`config.mk`:
```
export PLATFORM = sky130hd
export DESIGN_NAME = acg_top
export DESIGN_NICKNAME = d
export VERILOG_FILES = /design/src/rtl/acg_pkg.sv /design/src/rtl/acg_phase_div.sv /design/src/rtl/acg_sel_watch.sv /design/src/rtl/acg_top.sv
export SDC_FILE = /design/constraint.sdc
export NUM_CORES = 1
export LEC_CHECK = 0
export ABC_AREA = 1
export BUFFER_PORTS_ARGS = -buffer_cell sky130_fd_sc_hd__buf_4
export CORE_ASPECT_RATIO = 1.25
export CORE_UTILIZATION = 60
export CTS_CLUSTER_SIZE = 16
export DETAILED_ROUTE_END_ITERATION = 10
export GPL_TIMING_DRIVEN = 0
export MAX_ROUTING_LAYER = met4
export PLACE_DENSITY_LB_ADDON = 0.1
export RECOVER_POWER = 100
export SLEW_MARGIN = 20
export SYNTH_ARGS = -nofsm -noshare
export SYNTH_HDL_FRONTEND = slang
export SYNTH_SLANG_ARGS = --single-unit
export TNS_END_PERCENT = 100
```
`constraint.sdc`:
```
create_clock -name clk -period 3.59 [get_ports clk]
set_input_delay 0.1795 -clock clk [delete_from_list [all_inputs] [get_ports clk]]
set_output_delay 0.1795 -clock clk [all_outputs]
set_load 0.03 [all_outputs]
```
`src/rtl/acg_pkg.sv`:
```
package acg_pkg;

   localparam int SEL_W      = 3;
   localparam int BDIV_W     = 4;
   localparam int MAX_BDIV   = 12;
   localparam logic [SEL_W-1:0] SEL_DEFAULT = 3'b010;

   typedef logic [SEL_W-1:0]  sel_t;
   typedef logic [BDIV_W-1:0] bdiv_t;

   // master-clock cycles per bit clock period for a ratio code
   function automatic bdiv_t bclk_div(input sel_t sel);
      bdiv_t d;
      case (sel)
         3'b000:  d = 4'd2;
         3'b001:  d = 4'd3;
         3'b010:  d = 4'd4;
         3'b011:  d = 4'd6;
         3'b100:  d = 4'd8;
         3'b101:  d = 4'd12;
         default: d = 4'd4;
      endcase
      return d;
   endfunction

endpackage

```
`src/rtl/acg_phase_div.sv`:
```
module acg_phase_div #(
   parameter int W = 10
) (
   input  logic         clk,
   input  logic         rst_n,
   input  logic         restart,
   input  logic [W-1:0] limit,
   input  logic [W-1:0] thresh,
   output logic         out_q
);

   logic [W-1:0] ph_q;
   logic [W-1:0] ph_nxt;

   initial begin
      if (W < 2) $error("acg_phase_div: W must be at least 2");
   end

   always_comb begin
      if (restart)
         ph_nxt = '0;
      else if (ph_q == limit - W'(1))
         ph_nxt = '0;
      else
         ph_nxt = ph_q + W'(1);
   end

   always_ff @(posedge clk or negedge rst_n) begin
      if (!rst_n) begin
         ph_q  <= '0;
         out_q <= 1'b0;
      end else begin
         ph_q  <= ph_nxt;
         out_q <= (ph_nxt >= thresh);
      end
   end


   ph_range_chk: assert property (@(posedge clk) disable iff (!rst_n)
      ph_q < limit);

endmodule

```
`src/rtl/acg_sel_watch.sv`:
```
module acg_sel_watch
   import acg_pkg::*;
(
   input  logic clk,
   input  logic rst_n,
   input  logic master_en,
   input  sel_t adc_sel,
   input  sel_t dac_sel,
   output sel_t adc_sel_q,
   output sel_t dac_sel_q,
   output logic oe_q,
   output logic restart
);

   logic sel_moved;

   assign sel_moved = (adc_sel != adc_sel_q) || (dac_sel != dac_sel_q);
   assign restart   = !master_en || !oe_q || sel_moved;

   always_ff @(posedge clk or negedge rst_n) begin
      if (!rst_n) begin
         adc_sel_q <= SEL_DEFAULT;
         dac_sel_q <= SEL_DEFAULT;
         oe_q      <= 1'b0;
      end else begin
         adc_sel_q <= adc_sel;
         dac_sel_q <= dac_sel;
         oe_q      <= master_en;
      end
   end

endmodule

```
`src/rtl/acg_top.sv`:
```
module acg_top
   import acg_pkg::*;
#(
   parameter int BCLK_PER_FRAME = 64
) (
   input  logic       clk,
   input  logic       rst_n,
   input  logic       master_en,
   input  logic [2:0] adc_sel,
   input  logic [2:0] dac_sel,
   output logic       bclk_o,
   output logic       adc_fclk_o,
   output logic       dac_fclk_o,
   output logic       bclk_oe,
   output logic       adc_fclk_oe,
   output logic       dac_fclk_oe
);

   localparam int FW = $clog2(MAX_BDIV * BCLK_PER_FRAME + 1);
   localparam int NFRM = 2;

   if (BCLK_PER_FRAME < 2 || (BCLK_PER_FRAME % 2) != 0) begin : g_bad_bpf
      $error("acg_top: BCLK_PER_FRAME must be even and at least 2");
   end

   sel_t  adc_sel_q, dac_sel_q;
   logic  oe_q;
   logic  restart;
   bdiv_t bdiv;
   logic  fclk [NFRM];

   acg_sel_watch u_watch (
      .clk       (clk),
      .rst_n     (rst_n),
      .master_en (master_en),
      .adc_sel   (adc_sel),
      .dac_sel   (dac_sel),
      .adc_sel_q (adc_sel_q),
      .dac_sel_q (dac_sel_q),
      .oe_q      (oe_q),
      .restart   (restart)
   );

   assign bdiv = bclk_div(dac_sel_q);

   acg_phase_div #(.W(BDIV_W)) u_bclk_div (
      .clk     (clk),
      .rst_n   (rst_n),
      .restart (restart),
      .limit   (bdiv),
      .thresh  (bdiv - (bdiv >> 1)),
      .out_q   (bclk_o)
   );

   // index 0 = ADC path, index 1 = DAC path
   for (genvar i = 0; i < NFRM; i++) begin : g_frame
      sel_t          fsel;
      logic [FW-1:0] flen;
      assign fsel = (i == 0) ? adc_sel_q : dac_sel_q;
      assign flen = FW'(bclk_div(fsel)) * FW'(BCLK_PER_FRAME);
      acg_phase_div #(.W(FW)) u_fdiv (
         .clk     (clk),
         .rst_n   (rst_n),
         .restart (restart),
         .limit   (flen),
         .thresh  (flen >> 1),
         .out_q   (fclk[i])
      );
   end

   assign adc_fclk_o  = fclk[0];
   assign dac_fclk_o  = fclk[1];
   assign bclk_oe     = oe_q;
   assign adc_fclk_oe = oe_q;
   assign dac_fclk_oe = oe_q;


   oe_low_chk: assert property (@(posedge clk) disable iff (!rst_n)
      !bclk_oe |-> (!bclk_o && !adc_fclk_o && !dac_fclk_o));


   fall_align_chk: assert property (@(posedge clk) disable iff (!rst_n)
      (bclk_oe && $past(bclk_oe) && !$past(restart)
       && (dac_fclk_o != $past(dac_fclk_o))) |-> $fell(bclk_o));


   div3_high_chk: assert property (@(posedge clk) disable iff (!rst_n)
      (dac_sel_q == 3'b001 && bclk_o) |=> !bclk_o);

endmodule

```
==> run summary, run 1 <==
Slowest cell on crit path = dfstp_1
post-route worst setup slack = 0.431 ns
drc violations = 1
Data arrival, critical path = 3.34 ns
Worst Path Max Fanout = 10
largest net degree at the start of global routing = 35
Max transition margin = -24.8%
WS Path Type = reg2reg
vias in the first global route = 1,966
switching power = 218 uW
synthesized instance count = 303
Switching Fraction = 27.2%
Post-Syn Area = 2320 um^2
Max clock buf depth = 2
layout cells sized above 1 = 7.29%
yosys warns = 0
Power Dens Cells = 318 nW/um^2
Comb pwr share = 13.5%
cell taking the most area after synthesis = dfrtp_1
Finished Cell Area = 2530 um^2
IO buf count = 14
Core Area = 3600 um^2
H-tree levels = 2
setup TNS = 0 ns
Initial Util = 64.5%
peak supply drop = 0.000213 V
Slew Limit Fails = 35
Seq/Total Area, Yosys = 36.7%
number of I/O pins = 15
placed inst area = 2480 um^2
synth top area cells = dfrtp_1 34%, ha_1 10%, nand2_1 10%, inv_1 7.6%, nor2_1 6.5%
worst-path cell chain = inv_1, o21ai_0, ha_1, xor2_1, nand2_1, nor2_1, nand3_1, nand2_1, buf_6, nor3_1, ha_1, a21oi_1, o21ai_0, a21oi_1, o21ai_2, inv_1, nand2_1
Setup WS pre-CTS = 0.544 ns
diode count = 0
CTS Buf Count = 5
Routed WL = 4640 um
Total Routing Usage GR = 27.0%
flops & latches, synth = 34
CP required = 3.78 ns
Startpoint Class = flip-flop
area grow syn2layout = 8.78%
Cell Rows = 24
Hold WS = 0.0360 ns
routability cong. = 0.864
Vias/cell = 5.28
CP peak stage delay = 0.59 ns
violated checks = DRC, capacitance limit, slew limit
CTS resizes = 0
crit end category = flip-flop
final critical-path required period = 3.16 ns
post-route ant nets = 0
distinct cell type count after synthesis = 30
root buf cell = clkbuf_8
Min-Delay Path Class = in2reg
most frequent cells in the layout = 66 x nand2_1, 49 x inv_1, 42 x nor2_1
drt wl/cell = 12.6 um
Most common cell on crit path = nand2_1
first-pass GRT wire length = 8200 um
post-synth top area share = 34.5%
DRT iter0 DRCs = 66
Reg clk slew, reported paths = 0.07 ns
Net Count, Synth = 331
slew of the pin with the lowest slew margin = 1.87 ns
Final period util = 88.0%
Worst Skew = 0.00303 ns
Detailed Place HPWL = 3420 um
unrepaired setup endpoints after global routing = no
post-CTS setup buffers = 0
syn_area_per_cell = 7.67 um^2
die area = 4130 um^2
outcome = finished, violations left
total number of vias = 1,944
fin nets = 356
most common cell after layout, fill and taps aside = nand2_1
Fin. Hold Viols = 0
Pint = 585 uW
Die W = 57.7 um
setup violators final = 0
CTS tree = done
clock power share = 36.8%
CTS sink cnt = 34
Finished Core Util = 70.1%
Filler Cell Count = 342
drt first pass iters = 8
max-cap violations = 1
grt total ovfl = 0
initial antenna violation count = 0
Leak = 0.00130 uW
Skew-Pair Late Insertion Delay = 0.29 ns
Die H = 71.6 um
Max Freq = 317 MHz
sequential share of power = 49.7%
==> logic make-up (layout without fill, tap and decap cells) <==
logic type | Yosys count | count (layout) | synth area share (%)
simple gates | 146 | 146 | 28.5
buf+inv | 57 | 83 | 9.91
flops | 34 | 34 | 36.7
compound gates | 24 | 24 | 5.92
xor+xnor | 23 | 23 | 8.67
fa+ha+maj | 19 | 19 | 10.2
==> cells in the mapped netlist <==
| master | instances |
|---|---|
| a31oi_1 | 1 |
| buf_4 | 2 |
| nor3_2 | 2 |
| o21ai_2 | 1 |
| nor2_2 | 2 |
| nand2_4 | 1 |
| nand3_2 | 1 |
| nor3_1 | 7 |
| clkbuf_2 | 1 |
| o21ai_1 | 1 |
| buf_6 | 1 |
| o21ai_0 | 6 |
| inv_1 | 47 |
| dfrtp_1 | 32 |
| a21oi_1 | 11 |
| ha_1 | 19 |
| nand2_1 | 63 |
| nor2_8 | 1 |
| nor4_1 | 1 |
| o211ai_1 | 2 |
| nand3b_4 | 1 |
| nand4_1 | 3 |
| dfstp_2 | 2 |
| xor2_1 | 16 |
| nor2_1 | 40 |
| nand2_2 | 2 |
| a21oi_2 | 2 |
| nand3_1 | 22 |
| xnor2_1 | 7 |
| inv_2 | 6 |
==> critical path, delay by kind of cell (launching register included) <==
kind,cells,cell delay (ns)
adder cells (fa/ha/maj),2,0.61
AO/OA/AOI/OAI,5,0.78
XOR/XNOR,1,0.15
buffers and inverters,3,0.32
AND/OR/NAND/NOR,6,0.58
flip-flops,1,0.59
==> layer usage <==
| metal | share of wire [%] | global-route usage (%) | vias to the layer above | wire [um] |
|---|---|---|---|---|
| met5 | 0 | - | - | 0 |
| met4 | 1.9 | 10.8 | 0 | 90 |
| met3 | 2.4 | 5.42 | 9 | 111 |
| met2 | 53 | 49.4 | 24 | 2460 |
| met1 | 43 | 27.8 | 917 | 1980 |
| li1 | - | - | 994 | - |
==> final timing paths <==
check | startpoint | endpoint | slack [ns] | cells past startpoint
min in group asynchronous | rst_n | g_frame[0].u_fdiv.ph_q[8]$_DFF_PN0_ | 0.96 | 2
hold / removal | adc_sel[0] | u_watch.adc_sel_q[0]$_DFF_PN0_ | 0.04 | 1
setup reg to reg | u_watch.adc_sel_q[1]$_DFF_PN1_ | g_frame[0].u_fdiv.out_q$_DFF_PN0_ | 0.43 | 17
setup / recovery | u_watch.adc_sel_q[1]$_DFF_PN1_ | g_frame[0].u_fdiv.out_q$_DFF_PN0_ | 0.43 | 17
max in group asynchronous | rst_n | g_frame[1].u_fdiv.ph_q[9]$_DFF_PN0_ | 1.56 | 2
hold reg to reg | g_frame[0].u_fdiv.ph_q[0]$_DFF_PN0_ | g_frame[0].u_fdiv.ph_q[0]$_DFF_PN0_ | 0.50 | 1
==> power groups by stage <==
stage          sequential [uW]  combinational (uW)  clock (uW)
2_1_floorplan              414                67.8           0
3_3_place_gp               406                 112           0
3_5_place_dp               406                 115           0
4_1_cts                    399                 119         303
5_1_grt                    400                 124         322
6_report                   399                 108         296
==> registers in the layout (all words and copies together) (netlist names) <==
register and flops:
g_frame.u_fdiv.ph_q 20, u_bclk_div.ph_q 4, u_watch.adc_sel_q 3, u_watch.dac_sel_q 3
g_frame.u_fdiv.out_q 2, u_bclk_div.out_q 1, u_watch.oe_q 1
==> layout make-up <==
| type | instances | area [um^2] | share of cell area [%] |
|---|---|---|---|
| buffer | 4 | 31.3 | 1.24 |
| clock buffer | 7 | 86.3 | 3.42 |
| clock inverter | 1 | 5.00 | 0.198 |
| inverter | 53 | 199 | 7.87 |
| multi-input combinational | 212 | 1200 | 47.6 |
| sequential | 34 | 853 | 33.8 |
| tap | 39 | 48.8 | 1.93 |
| timing repair buffer | 18 | 100 | 3.96 |
==> repair_timing <==
| action | 4_1_cts | 5_1_grt |
|---|---|---|
| hold buffers | 4 | 0 |
| hold endpoints to repair | 35 | 0 |
| setup endpoints to repair | 0 | 0 |
==> metrics by stage <==
| stage | cells | power, uW |
|---|---|---|
| final | 368 | 803 |
| after global placement | 356 | 518 |
| after global routing | 368 | 845 |
| after CTS | 368 | 821 |
| after floorplan | 303 | 482 |
| after detailed placement | 356 | 521 |
No activity file was read; power rests on OpenSTA's default activity.
==> inputs of run 2 (changes only) <==
--- a/config.mk
+++ b/config.mk
@@ -13,7 +13,7 @@
 export DETAILED_ROUTE_END_ITERATION = 10
 export GPL_TIMING_DRIVEN = 0
 export MAX_ROUTING_LAYER = met4
-export PLACE_DENSITY_LB_ADDON = 0.1
+export PLACE_DENSITY = 0.79
 export RECOVER_POWER = 100
 export SLEW_MARGIN = 20
 export SYNTH_ARGS = -nofsm -noshare
==> run 2 against run 1 <==
Compared with the run above:
- clock-buffer cell count is 1 lower
- sequential cell count stayed put
- die area stayed put
- largest cell class unchanged
- routed wire length is 4.0% lower
- the run ends with DRC, hold timing, capacitance limit, slew limit left
- first-iteration DRC count is 30% higher
- combinational power hardly changed
- clock power is 6.8% lower
- non-clock buffer count is 3 lower
- total power is 2.8% lower
==> run summary, run 2 (same netlist as run 1, synthesis figures left out) <==
placed inst area = 2480 um^2
Skew-Pair Late Insertion Delay = 0.29 ns
Initial Util = 64.5%
peak supply drop = 0.000227 V
grt total ovfl = 0
Max clock buf depth = 2
Die H = 71.6 um
Filler Cell Count = 338
area grow syn2layout = 7.27%
Largest regs = g_frame.u_fdiv.ph_q: 20 flops, u_bclk_div.ph_q: 4 flops
IO buf count = 14
Power Dens Cells = 313 nW/um^2
max-cap violations = 1
Top reg by flops = g_frame.u_fdiv.ph_q
slew of the pin with the lowest slew margin = 1.88 ns
largest net degree at the start of global routing = 35
Finished Cell Area = 2490 um^2
worst-path cell chain = inv_1, nand2_1, nand2_1, inv_1, nand3_2, nor2_1, nand2_1, buf_6, nor3_1, ha_1, a21oi_1, o21ai_0, a21oi_1, o21ai_2, inv_1, nand2_1
Reg clk slew, reported paths = 0.07 ns
drt wl/cell = 12.2 um
Max Freq = 311 MHz
Die W = 57.7 um
CTS tree = done
Final period util = 89.5%
post-CTS setup buffers = 0
total number of vias = 1,886
Fin. Hold Viols = 1
post-route ant nets = 0
Core Area = 3600 um^2
Slew Limit Fails = 35
most common cell after layout, fill and taps aside = nand2_1
CTS resizes = 0
Data arrival, critical path = 3.39 ns
CP peak stage delay = 0.61 ns
Slowest cell on crit path = dfstp_1
multi-input logic area = 1210 um^2
die area = 4130 um^2
fin nets = 353
final critical-path required period = 3.21 ns
drt first pass iters = 7
Max transition margin = -25.5%
register area = 853 um^2
Finished Core Util = 69.2%
drc violations = 1
routability cong. = 0.874
Worst Path Max Fanout = 10
Hold WS = -0.00282 ns
CTS Buf Count = 5
Vias/cell = 5.17
Startpoint Class = flip-flop
max FFs per register = 20
Leak = 0.00128 uW
CP required = 3.77 ns
CTS sink cnt = 34
Total Routing Usage GR = 25.7%
WS Path Type = reg2reg
vias in the first global route = 1,955
most frequent cells in the layout = 65 x nand2_1, 48 x inv_1, 42 x nor2_1
setup violators final = 0
DRT iter0 DRCs = 86
violated checks = DRC, hold timing, capacitance limit, slew limit
crit end category = flip-flop
post-route worst setup slack = 0.378 ns
H-tree levels = 2
unrepaired setup endpoints after global routing = no
outcome = finished, violations left
Setup WS pre-CTS = 0.512 ns
Cell Rows = 24
diode count = 0
initial antenna violation count = 0
setup TNS = 0 ns
Worst Skew = 0.00382 ns
Detailed Place HPWL = 3420 um
Most common cell on crit path = nand2_1
root buf cell = clkbuf_8
layout cells sized above 1 = 7.67%
first-pass GRT wire length = 7960 um
Min-Delay Path Class = in2reg
Routed WL = 4450 um
number of I/O pins = 15
[run 2: final cells by class]
type | instances | share of cell area [%]
clock inverters | 2 | 0.402
repair buffers | 15 | 2.66
plain buffers | 4 | 1.26
clock buffers | 6 | 2.91
flip-flops and latches | 34 | 34.2
inverters | 53 | 7.98
well taps | 39 | 1.96
multi-input cells | 212 | 48.6
[run 2: per-stage QoR]
step / power, uW / std cells
4_1_cts: 795 / 365
5_1_grt: 814 / 365
3_5_place_dp: 522 / 356
2_1_floorplan: 482 / 303
6_report: 780 / 365
3_3_place_gp: 518 / 356
[run 2: path summary, 6_finish.rpt]
path	depth (start not counted)	startpoint	end	slack, ns
worst max register to register	16	u_watch.dac_sel_q[1]$_DFF_PN1_	g_frame[0].u_fdiv.out_q$_DFF_PN0_	0.38
worst min-delay path	1	adc_sel[1]	u_watch.adc_sel_q[1]$_DFF_PN1_	-0.003
worst min register to register	1	g_frame[0].u_fdiv.ph_q[0]$_DFF_PN0_	g_frame[0].u_fdiv.ph_q[0]$_DFF_PN0_	0.49
max in group asynchronous	2	rst_n	g_frame[0].u_fdiv.out_q$_DFF_PN0_	1.55
min in group asynchronous	2	rst_n	g_frame[0].u_fdiv.ph_q[8]$_DFF_PN0_	0.95
worst max-delay path	16	u_watch.dac_sel_q[1]$_DFF_PN1_	g_frame[0].u_fdiv.out_q$_DFF_PN0_	0.38
[run 2: metal layers]
metal / vias up / share of wire [%] / global-route usage [%]
met2: 20 / 54 / 46.4
met5: - / 0 / -
met3: 8 / 2.2 / 4.15
met1: 870 / 43 / 28.3
met4: 0 / 1.3 / 9.26
li1: 988 / - / -
[run 2: where the power goes]
part | switching [uW] | total (uW) | internal, uW | leakage, uW
combinational | 69.4 | 106 | 36.5 | 0.000785
sequential | 7.37 | 398 | 391 | 0.000452
clock | 141 | 276 | 134 | 0.0000450
total | 218 | 780 | 562 | 0.00128
[run 2: timing repair]
item | 4_1_cts | 5_1_grt
hold buffers | 1 | 0
hold endpoints to repair | 32 | 0
endpoints found under the setup margin | 0 | 0
[run 2: worst max-delay path: cells and delay by family (launching register included)]
| family | cells | cell delay [ns] |
|---|---|---|
| DFF | 1 | 0.61 |
| AOI/OAI and AO/OA | 4 | 0.54 |
| and+or+nand+nor | 7 | 1.18 |
| buffers and inverters | 4 | 0.44 |
| adders and majority gates | 1 | 0.31 |
==> inputs of run 3 (changes only) <==
--- a/config.mk
+++ b/config.mk
@@ -5,7 +5,6 @@
 export SDC_FILE = /design/constraint.sdc
 export NUM_CORES = 1
 export LEC_CHECK = 0
-export ABC_AREA = 1
 export BUFFER_PORTS_ARGS = -buffer_cell sky130_fd_sc_hd__buf_4
 export CORE_ASPECT_RATIO = 1.25
 export CORE_UTILIZATION = 60
==> constraint.sdc (replaced) <==
create_clock -name clk -period 4.1 [get_ports clk]
set_input_delay 0.205 -clock clk [delete_from_list [all_inputs] [get_ports clk]]
set_output_delay 0.205 -clock clk [all_outputs]
set_load 0.03 [all_outputs]
==> run 3 against run 2 <==
Compared with the run above:
- largest power group unchanged
- the run ends with capacitance limit, slew limit left
- combinational power down 20%
- critical endpoint is now g_frame[1].u_fdiv.out_q$_DFF_PN0_
- clock power rose by 7.2%
- critical path type unchanged
- die area shrank 6.4%
==> run summary, run 3 <==
slew of the pin with the lowest slew margin = 1.83 ns
Net Count, Synth = 245
setup TNS = 0 ns
WS Path Type = reg2reg
Setup WS pre-CTS = 0.378 ns
initial antenna violation count = 0
cell taking the most area after synthesis = dfrtp_1
Slew Limit Fails = 35
cell with the most instances after synthesis = dfrtp_1
Detailed Place HPWL = 2940 um
violated checks = capacitance limit, slew limit
Routed WL = 3890 um
GRT met1 Usage = 26.5%
flops & latches, synth = 34
first-pass GRT wire length = 6810 um
Max Freq = 263 MHz
distinct cell type count after synthesis = 47
DRT iter0 DRCs = 49
Data arrival, critical path = 3.96 ns
vias in the first global route = 1,556
root buf cell = clkbuf_8
IO buf count = 14
Post-synth top cells = 32 x dfrtp_1, 30 x nor2_1, 19 x ha_1, 17 x xnor2_1
outcome = finished, violations left
CTS Buf Count = 5
CTS sink cnt = 34
CTS tree = done
Vias/cell = 5.47
Max transition margin = -21.8%
setup violators final = 0
H-tree levels = 2
Skew-Pair Late Insertion Delay = 0.29 ns
asr flop ratio synth = 100%
Post-synth EDFFs = 0
area grow syn2layout = 8.71%
Largest regs = g_frame.u_fdiv.ph_q: 20 flops, u_bclk_div.ph_q: 4 flops
Initial Util = 62.3%
met3 Use GR = 4.66%
Finished Cell Area = 2360 um^2
Reg clk slew, reported paths = 0.06 ns
largest net degree at the start of global routing = 35
most common cell after layout, fill and taps aside = dfrtp_1
Startpoint Class = flip-flop
max-cap violations = 1
Cell Rows = 24
most frequent cells in the layout = 32 x dfrtp_1, 30 x nor2_1, 19 x ha_1
total power = 729 uW
diode count = 0
number of I/O pins = 15
GR peak layer = met2
die area = 3860 um^2
drt first pass iters = 3
synth top area cells = dfrtp_1 37%, ha_1 11%, xnor2_1 6.9%, xor2_1 6.1%, nor2_1 5.2%
grt total ovfl = 0
Power Dens Cells = 309 nW/um^2
Post-Syn Area = 2170 um^2
Fin. Hold Viols = 0
max FFs per register = 20
Worst Skew = 0.00857 ns
final critical-path required period = 3.80 ns
drc violations = 0
Hold WS = 0.0272 ns
layout cells sized above 1 = 8.75%
Die H = 69.2 um
post-route ant nets = 0
routability cong. = 0.804
drt wl/cell = 13.9 um
Top reg by flops = g_frame.u_fdiv.ph_q
CP required = 4.26 ns
Total Routing Usage GR = 23.9%
Die W = 55.8 um
Leak = 0.00109 uW
crit end category = flip-flop
CTS resizes = 0
post-synth top area share = 36.9%
Min-Delay Path Class = in2reg
unrepaired setup endpoints after global routing = no
total number of vias = 1,526
placed inst area = 2320 um^2
Filler Cell Count = 318
synthesized instance count = 217
prevailing post-synth register cell = dfrtp_1
Max clock buf depth = 2
Final period util = 92.6%
yosys warns = 0
post-route worst setup slack = 0.304 ns
peak supply drop = 0.000267 V
Core Area = 3480 um^2
syn_area_per_cell = 10.0 um^2
Worst Path Max Fanout = 9
M2 GR Usage = 40.8%
Seq/Total Area, Yosys = 39.3%
fin nets = 267
-- run 3: repair_timing --
| item | in CTS | in global routing |
|---|---|---|
| hold buffers | 1 | 0 |
| endpoints found under the hold margin | 32 | 0 |
| setup buffers | 0 | 0 |
-- run 3: final cells by class --
type	count	area (um^2)	area share, %
buffer	6	56.3	2.39
clock buffer	7	76.3	3.24
clock inverter	1	30.0	1.27
inverter	15	56.3	2.39
tap	39	48.8	2.07
multi-input combinational	162	1170	49.5
timing repair buffer	15	70.1	2.97
sequential	34	853	36.2
-- run 3: worst max-delay path, stage by stage (launching register included) --
cell and delay, ns:
dfstp_2 0.37, buf_6 0.12, nand2b_1 0.20, or2_2 0.34, ha_1 0.37, xor2_1 0.16, o31ai_1 0.12, nor4_4 0.27
nand2b_1 0.16, buf_6 0.14, nor2_1 0.07, ha_1 0.31, and3_2 0.22, and4_1 0.19, a311o_1 0.35, a21oi_1 0.18
o211ai_2 0.09
-- run 3: power breakdown --
group | leakage [uW] | switching [uW] | total [uW] | internal (uW)
logic | 0.000581 | 49.1 | 84.4 | 35.3
registers | 0.000453 | 5.51 | 348 | 342
clock network | 0.0000524 | 115 | 296 | 182
-- run 3: path summary, 6_finish.rpt --
path,startpoint,to,slack (ns),depth (start not counted)
min in group asynchronous,rst_n,g_frame[0].u_fdiv.ph_q[3]$_DFF_PN0_,0.95,2
worst max-delay path,u_watch.dac_sel_q[1]$_DFF_PN1_,g_frame[1].u_fdiv.out_q$_DFF_PN0_,0.30,16
max in group asynchronous,rst_n,u_bclk_div.ph_q[1]$_DFF_PN0_,2.09,2
worst min-delay path,dac_sel[1],u_watch.dac_sel_q[1]$_DFF_PN1_,0.03,1
worst max register to register,u_watch.dac_sel_q[1]$_DFF_PN1_,g_frame[1].u_fdiv.out_q$_DFF_PN0_,0.30,16
worst min register to register,g_frame[1].u_fdiv.ph_q[0]$_DFF_PN0_,g_frame[1].u_fdiv.ph_q[0]$_DFF_PN0_,0.47,1
-- run 3: cells by family after synthesis --
logic type	Yosys count	share of synthesized area, %
flops	34	39.3
fa+ha+maj	19	11.0
compound gates	26	9.28
buf+inv	21	5.19
simple gates	84	21.3
xor+xnor	33	14.0
-- run 3: layer usage --
metal  vias to the layer above  part of all wire, %
met3                         7                  1.8
met4                         0                  1.8
met2                        13                   54
li1                        782                    -
met5                         -                    0
met1                       724                   43
-- run 3: metrics by stage --
stage / cells / util (%)
after detailed placement: 270 / 66.7
final: 279 / 67.7
after global routing: 279 / 67.7
after global placement: 270 / 66.7
after CTS: 279 / 70.0
after floorplan: 217 / -
